--- config.mk ---
export PLATFORM = sky130hd
export DESIGN_NAME = thermal_throttle_ctrl
export DESIGN_NICKNAME = d
export VERILOG_FILES = /design/src/rtl/thr_pkg.sv /design/src/rtl/thr_cfg_regs.sv /design/src/rtl/thr_compare.sv /design/src/rtl/thr_level_sel.sv /design/src/rtl/thermal_throttle_ctrl.sv
export SDC_FILE = /design/constraint.sdc
export NUM_CORES = 1
export LEC_CHECK = 0
export BUFFER_PORTS_ARGS = -buffer_cell sky130_fd_sc_hd__buf_2
export CAP_MARGIN = 10
export CORE_MARGIN = 1
export CORE_UTILIZATION = 41
export CTS_CLUSTER_DIAMETER = 30
export DETAILED_ROUTE_END_ITERATION = 8
export PLACE_DENSITY = 0.78
export SYNTH_ARGS = -nofsm -noshare
export SYNTH_HDL_FRONTEND = slang
export SYNTH_HIERARCHICAL = 1
export SYNTH_SLANG_ARGS = --single-unit
--- constraint.sdc ---
create_clock -name clk -period 1.6 [get_ports clk]
set_input_delay 0.08 -clock clk [delete_from_list [all_inputs] [get_ports clk]]
set_output_delay 0.08 -clock clk [all_outputs]
set_load 0.005 [all_outputs]
--- src/rtl/thr_pkg.sv ---
package thr_pkg;
  localparam int TEMP_W  = 7;
  localparam int DATA_W  = 64;

  // Byte offsets of the three registers
  localparam logic [7:0] OFF_LIMITS = 8'h08;
  localparam logic [7:0] OFF_TEMP   = 8'h10;
  localparam logic [7:0] OFF_CAPS   = 8'h20;

  // Field positions in the limit register
  localparam int LO_LSB     = 0;
  localparam int LO_EN_BIT  = 7;
  localparam int HI_LSB     = 8;
  localparam int HI_EN_BIT  = 15;
  localparam int TRIP_LSB   = 24;
  localparam int STS_LO_BIT = 32;
  localparam int STS_HI_BIT = 33;
  localparam int POLICY_BIT = 44;

  typedef enum logic [1:0] {
    THR_NONE   = 2'b00,
    THR_HALF   = 2'b01,
    THR_NINETY = 2'b10,
    THR_FULL   = 2'b11
  } thr_lvl_e;

  typedef struct packed {
    logic [TEMP_W-1:0] lo_lim;
    logic              lo_en;
    logic [TEMP_W-1:0] hi_lim;
    logic              hi_en;
    logic [TEMP_W-1:0] trip_lim;
    logic              half_policy;
  } thr_cfg_t;
endpackage

--- src/rtl/thr_cfg_regs.sv ---
module thr_cfg_regs
  import thr_pkg::*;
#(
  parameter int LO_RST   = 85,
  parameter int HI_RST   = 95,
  parameter int TRIP_RST = 105
) (
  input  logic              clk,
  input  logic              rst_n,
  input  logic              wr_en,
  input  logic [DATA_W-1:0] wdata,
  output thr_cfg_t          cfg
);
  // Only the writable fields are stored; every other bit of the write is dropped.
  always_ff @(posedge clk or negedge rst_n) begin
    if (!rst_n) begin
      cfg.lo_lim      <= TEMP_W'(LO_RST);
      cfg.lo_en       <= 1'b0;
      cfg.hi_lim      <= TEMP_W'(HI_RST);
      cfg.hi_en       <= 1'b0;
      cfg.trip_lim    <= TEMP_W'(TRIP_RST);
      cfg.half_policy <= 1'b0;
    end else if (wr_en) begin
      cfg.lo_lim      <= wdata[LO_LSB +: TEMP_W];
      cfg.lo_en       <= wdata[LO_EN_BIT];
      cfg.hi_lim      <= wdata[HI_LSB +: TEMP_W];
      cfg.hi_en       <= wdata[HI_EN_BIT];
      cfg.trip_lim    <= wdata[TRIP_LSB +: TEMP_W];
      cfg.half_policy <= wdata[POLICY_BIT];
    end
  end

  AST_CFG_HOLD: assert property (@(posedge clk) disable iff (!rst_n)
    !wr_en |=> $stable(cfg)) else $error("config changed without write");
endmodule

--- src/rtl/thr_compare.sv ---
module thr_compare
  import thr_pkg::*;
(
  input  logic              clk,
  input  logic              rst_n,
  input  logic [TEMP_W-1:0] temp_in,
  input  thr_cfg_t          cfg,
  output logic              hit_lo,
  output logic              hit_hi,
  output logic              hit_trip,
  output logic [TEMP_W-1:0] temp_q,
  output logic              sts_lo,
  output logic              sts_hi
);
  // Raw comparisons; enables are applied downstream only
  always_comb begin
    hit_lo   = (temp_in >= cfg.lo_lim);
    hit_hi   = (temp_in >= cfg.hi_lim);
    hit_trip = (temp_in >= cfg.trip_lim);
  end

  always_ff @(posedge clk or negedge rst_n) begin
    if (!rst_n) begin
      temp_q <= '0;
      sts_lo <= 1'b0;
      sts_hi <= 1'b0;
    end else begin
      temp_q <= temp_in;
      sts_lo <= hit_lo;
      sts_hi <= hit_hi;
    end
  end
endmodule

--- src/rtl/thr_level_sel.sv ---
module thr_level_sel
  import thr_pkg::*;
#(
  parameter bit NO_AUTO = 1'b0
) (
  input  logic     clk,
  input  logic     rst_n,
  input  thr_cfg_t cfg,
  input  logic     hit_lo,
  input  logic     hit_hi,
  input  logic     hit_trip,
  input  logic     sts_lo,
  input  logic     sts_hi,
  output thr_lvl_e lvl_q,
  output logic     fatal_q
);
  thr_lvl_e lvl_next;
  logic     trip_next;

  generate
    if (NO_AUTO) begin : g_gated
      always_comb begin
        lvl_next  = THR_NONE;
        trip_next = 1'b0;
      end
    end else begin : g_auto
      // Highest enabled level wins
      always_comb begin
        trip_next = hit_trip;
        if (hit_hi && cfg.hi_en)
          lvl_next = THR_FULL;
        else if (hit_lo && cfg.lo_en)
          lvl_next = cfg.half_policy ? THR_HALF : THR_NINETY;
        else
          lvl_next = THR_NONE;
      end
    end
  endgenerate

  always_ff @(posedge clk or negedge rst_n) begin
    if (!rst_n) begin
      lvl_q   <= THR_NONE;
      fatal_q <= 1'b0;
    end else begin
      lvl_q   <= lvl_next;
      fatal_q <= fatal_q | trip_next;
    end
  end

  AST_FULL_NEEDS_HI: assert property (@(posedge clk) disable iff (!rst_n)
    (lvl_q == THR_FULL) |-> sts_hi) else $error("full throttle without upper alarm");
  AST_LEVEL_NEEDS_ALARM: assert property (@(posedge clk) disable iff (!rst_n)
    (lvl_q != THR_NONE) |-> (sts_lo || sts_hi)) else $error("throttle without alarm");
  AST_HALF_POLICY: assert property (@(posedge clk) disable iff (!rst_n)
    (lvl_q == THR_HALF) |-> $past(cfg.half_policy)) else $error("half throttle with policy 0");
  AST_FATAL_STICKY: assert property (@(posedge clk) disable iff (!rst_n)
    fatal_q |=> fatal_q) else $error("fatal request dropped");

  generate
    if (NO_AUTO) begin : g_chk_gated
      AST_NOCAP_QUIET: assert property (@(posedge clk) disable iff (!rst_n)
        (lvl_q == THR_NONE) && !fatal_q) else $error("action while capability off");
    end
  endgenerate
endmodule

--- src/rtl/thermal_throttle_ctrl.sv ---
module thermal_throttle_ctrl
  import thr_pkg::*;
#(
  parameter int ADDR_W   = 8,
  parameter bit NO_AUTO  = 1'b0,
  parameter int LO_RST   = 85,
  parameter int HI_RST   = 95,
  parameter int TRIP_RST = 105
) (
  input  logic              clk,
  input  logic              rst_n,
  input  logic [TEMP_W-1:0] temp_in,
  input  logic              reg_wr,
  input  logic [ADDR_W-1:0] reg_addr,
  input  logic [DATA_W-1:0] reg_wdata,
  output logic [DATA_W-1:0] reg_rdata,
  output logic [1:0]        throttle_lvl,
  output logic              alarm_lo,
  output logic              alarm_hi,
  output logic              fatal_req
);
  thr_cfg_t          cfg;
  logic              hit_lo, hit_hi, hit_trip;
  logic [TEMP_W-1:0] temp_q;
  logic              sts_lo, sts_hi;
  thr_lvl_e          lvl_q;
  logic              fatal_q;
  logic              wr_limits;

  assign wr_limits = reg_wr && (reg_addr == ADDR_W'(OFF_LIMITS));

  thr_cfg_regs #(
    .LO_RST(LO_RST), .HI_RST(HI_RST), .TRIP_RST(TRIP_RST)
  ) u_cfg (
    .clk(clk), .rst_n(rst_n), .wr_en(wr_limits), .wdata(reg_wdata), .cfg(cfg)
  );

  thr_compare u_cmp (
    .clk(clk), .rst_n(rst_n), .temp_in(temp_in), .cfg(cfg),
    .hit_lo(hit_lo), .hit_hi(hit_hi), .hit_trip(hit_trip),
    .temp_q(temp_q), .sts_lo(sts_lo), .sts_hi(sts_hi)
  );

  thr_level_sel #(.NO_AUTO(NO_AUTO)) u_sel (
    .clk(clk), .rst_n(rst_n), .cfg(cfg),
    .hit_lo(hit_lo), .hit_hi(hit_hi), .hit_trip(hit_trip),
    .sts_lo(sts_lo), .sts_hi(sts_hi),
    .lvl_q(lvl_q), .fatal_q(fatal_q)
  );

  always_comb begin
    reg_rdata = '0;
    if (reg_addr == ADDR_W'(OFF_LIMITS)) begin
      reg_rdata[LO_LSB +: TEMP_W]   = cfg.lo_lim;
      reg_rdata[LO_EN_BIT]          = cfg.lo_en;
      reg_rdata[HI_LSB +: TEMP_W]   = cfg.hi_lim;
      reg_rdata[HI_EN_BIT]          = cfg.hi_en;
      reg_rdata[TRIP_LSB +: TEMP_W] = cfg.trip_lim;
      reg_rdata[STS_LO_BIT]         = sts_lo;
      reg_rdata[STS_HI_BIT]         = sts_hi;
      reg_rdata[POLICY_BIT]         = cfg.half_policy;
    end else if (reg_addr == ADDR_W'(OFF_TEMP)) begin
      reg_rdata[TEMP_W-1:0] = temp_q;
    end else if (reg_addr == ADDR_W'(OFF_CAPS)) begin
      reg_rdata[0] = NO_AUTO;
    end
  end

  assign throttle_lvl = lvl_q;
  assign alarm_lo     = sts_lo;
  assign alarm_hi     = sts_hi;
  assign fatal_req    = fatal_q;

  AST_TEMP_FOLLOWS: assert property (@(posedge clk) disable iff (!rst_n)
    $past(rst_n) |-> (temp_q == $past(temp_in))) else $error("readout lag wrong");
endmodule

==> results.toml <==
[outcome]
status = "complete, but fails checks"
violations = "negative setup slack"

[synth]
syn_avg_cell_area_um2 = 10.96
yosys-top-cells-area = "dfrtp_1 21%, dfstp_2 14%, mux2_4 11%"
netlist.top_cell.by_area = "dfrtp_1"
synthDistinctLibCells = 30
yosys_most_used_dff = "dfrtp_1"
async_flop_share = 1.000
synth-edff-count = 0
yosys_warnings = 6
synth-seq-cells = 36
netlist_instances = 245
synth_top_area_frac = 0.2050
yosysSeqAreaShare = 0.3420
synth_area_um2 = 2685

[timing]
tns_ns = -0.05512
setup_violations = 2
finalClockSkew_ns = 0.004065
fin_crit_sh = 1.022
finalHoldViolations = 0
layout_min_cycle_time_ns = 1.635
setup_ws_ns = -0.03470
rsz0062_at_grt = "true"
slew_viol_final = 0
max_slew_margin = 0.4838
worst_pin_slew_ns = 0.7744
fmax_mhz = 611.7

[floorplanning]
rows = 29
die_h_um = 82.93
initial_core_util = 0.4229
ios = 151
die_width_um = 82.93
fp.dieArea_um2 = 6877
core_um2 = 6350

[finish]
area_delta_synth_final_pct = 23.25
antenna_cells = 0
mostFrequentLayoutCells = "72 x buf_2, 38 x conb_1, 37 x inv_1, 22 x dfrtp_1, 20 x mux2_4"
fin_util = 0.5212
final_common_cell = "buf_2"
nNetsFinal = 440
drive_above_1_share = 0.5252
multi_input_area_um2 = 1475
num-fill-cells = 577
area.sequential_um2 = 918.4

[worst_hold_path]
min_path_type = "in2reg"

[cts]
htree_levels = 2
numCtsBuffers = 5
clk_pin_slew_ns = 0.07
cts_sinks = 36
cts_tree = "built"
cts_buffer_depth = 2
worstSkewPairLatency_ns = 0.29
cts_root_buffer = "clkbuf_8"

[global_routing]
grt_pass1_vias = 1991
grt_overflow_total = 0
groute.usage.overall = 0.1742
grt_pass1_wl_um = 9549
grt_max_degree = 37
antenna_found_initial = 0

[power_and_ir_drop]
p_per_area_nw_per_um2 = 610.2
p_leak_nw = 1.492
vdd_drop_max_uv = 340.1

[critical_path]
worstPathArrival_ns = 1.86
worstSetupPathType = "reg2reg"
crit_path_start_kind = "register"
crit_required_ns = 1.82
path_max_fanout = 3
r2r_slack_ns = -0.03
end_kind = "register"

[route]
routed_wl_um = 5719
dr.pass1.iters = 4
wl_per_cell_um = 13.81
postRouteAntennaNets = 0
drc_errors = 0
num_vias = 1917
routed_via_density = 4.630
drt_iter0_markers = 36

[place]
post-dp-hpwl_um = 4296
place_congestion = 0.7752
dp_slack_ns = -0.1578
io_buffers = 72

[job]
drv_cap = 0
## flip-flops by register name, indices dropped and copies added, names as in the netlist
register       cells
u_cmp/sts_lo       1
u_sel/fatal_q      1
u_cmp/sts_hi       1
u_cmp/temp_q       7
u_cfg/cfg         24
u_sel/lvl_q        2
## routing by layer
layer,wire (µm),global-route usage
met4,64,0.04702
met5,0,0
met1,2510,0.2206
met3,270,0.04076
met2,2873,0.2973
## area by class of cell
class                           instances  area share
Tap cell                               77     0.02911
Sequential cell                        36      0.2775
Inverter                               39     0.04423
Clock buffer                            6     0.02193
Timing Repair Buffer                   96      0.1800
Clock inverter                          1    0.001512
Multi-Input combinational cell        159      0.4457
## worst paths after layout
check	start	to	cells after the start
max reg2reg	u_cfg/cfg[19]	u_sel/lvl_q[1]	9
max	u_cfg/cfg[19]	u_sel/lvl_q[1]	9
max in group asynchronous	rst_n	u_cfg/cfg[18]	2
min reg2reg	u_sel/fatal_q	u_sel/fatal_q	1
min in group asynchronous	rst_n	u_cfg/cfg[14]	2
min	temp_in[4]	u_cmp/temp_q[4]	1
## metrics by stage
stage | total power [mW] | instances | hold slack, ns | area, µm²
floorplan | 1.273 | 282 | -0.2156 | 2834
global placement | 1.345 | 398 | 0.1877 | 3024
detailed placement | 1.363 | 398 | 0.2096 | 3024
CTS | 2.003 | 413 | 0.008196 | 3222
global route | 2.128 | 414 | 0.006048 | 3309
finish | 2.020 | 414 | 0.01221 | 3309
## synth_stat cells, drive strengths merged (4+ instances only)
cell / count
nand3b: 14
nor3: 20
buf: 46
a21oi: 6
nand2: 6
o21ai: 4
mux2: 24
ha: 21
inv: 39
dfrtp: 22
dfstp: 14
a2111oi: 7
## what timing repair did
action                     4_1_cts  5_1_grt
pin swaps                        8       10
gates resized for setup          5       15
setup endpoints to repair        3       17
setup buffers                    1        1
hold buffers                     7        0
hold endpoints to repair        28        0
## power by group
group	leakage (nW)	switching (mW)	internal (mW)
Sequential	0.422	0.0298	0.969
Combinational	1.03	0.212	0.192
Clock	0.0410	0.321	0.296
## cells by family after synthesis
kind of cell               after synthesis  synth area share
AOI/OAI and AO/OA                       23           0.07409
buffers and inverters                   87            0.2036
other                                    1          0.001397
DFF                                     36            0.3420
and+or+nand+nor                         53            0.1524
muxes                                   24            0.1286
adders and majority gates               21           0.09786
## critical path, stage by stage, from the launching register on
cell	delay, ns
dfstp_2	0.54
inv_2	0.04
ha_4	0.26
nand2_1	0.04
o21ai_1	0.12
nand4_1	0.12
a21oi_2	0.15
buf_4	0.14
nand2_2	0.06
o21ai_2	0.10
No activity file was read; power rests on OpenSTA's default activity.
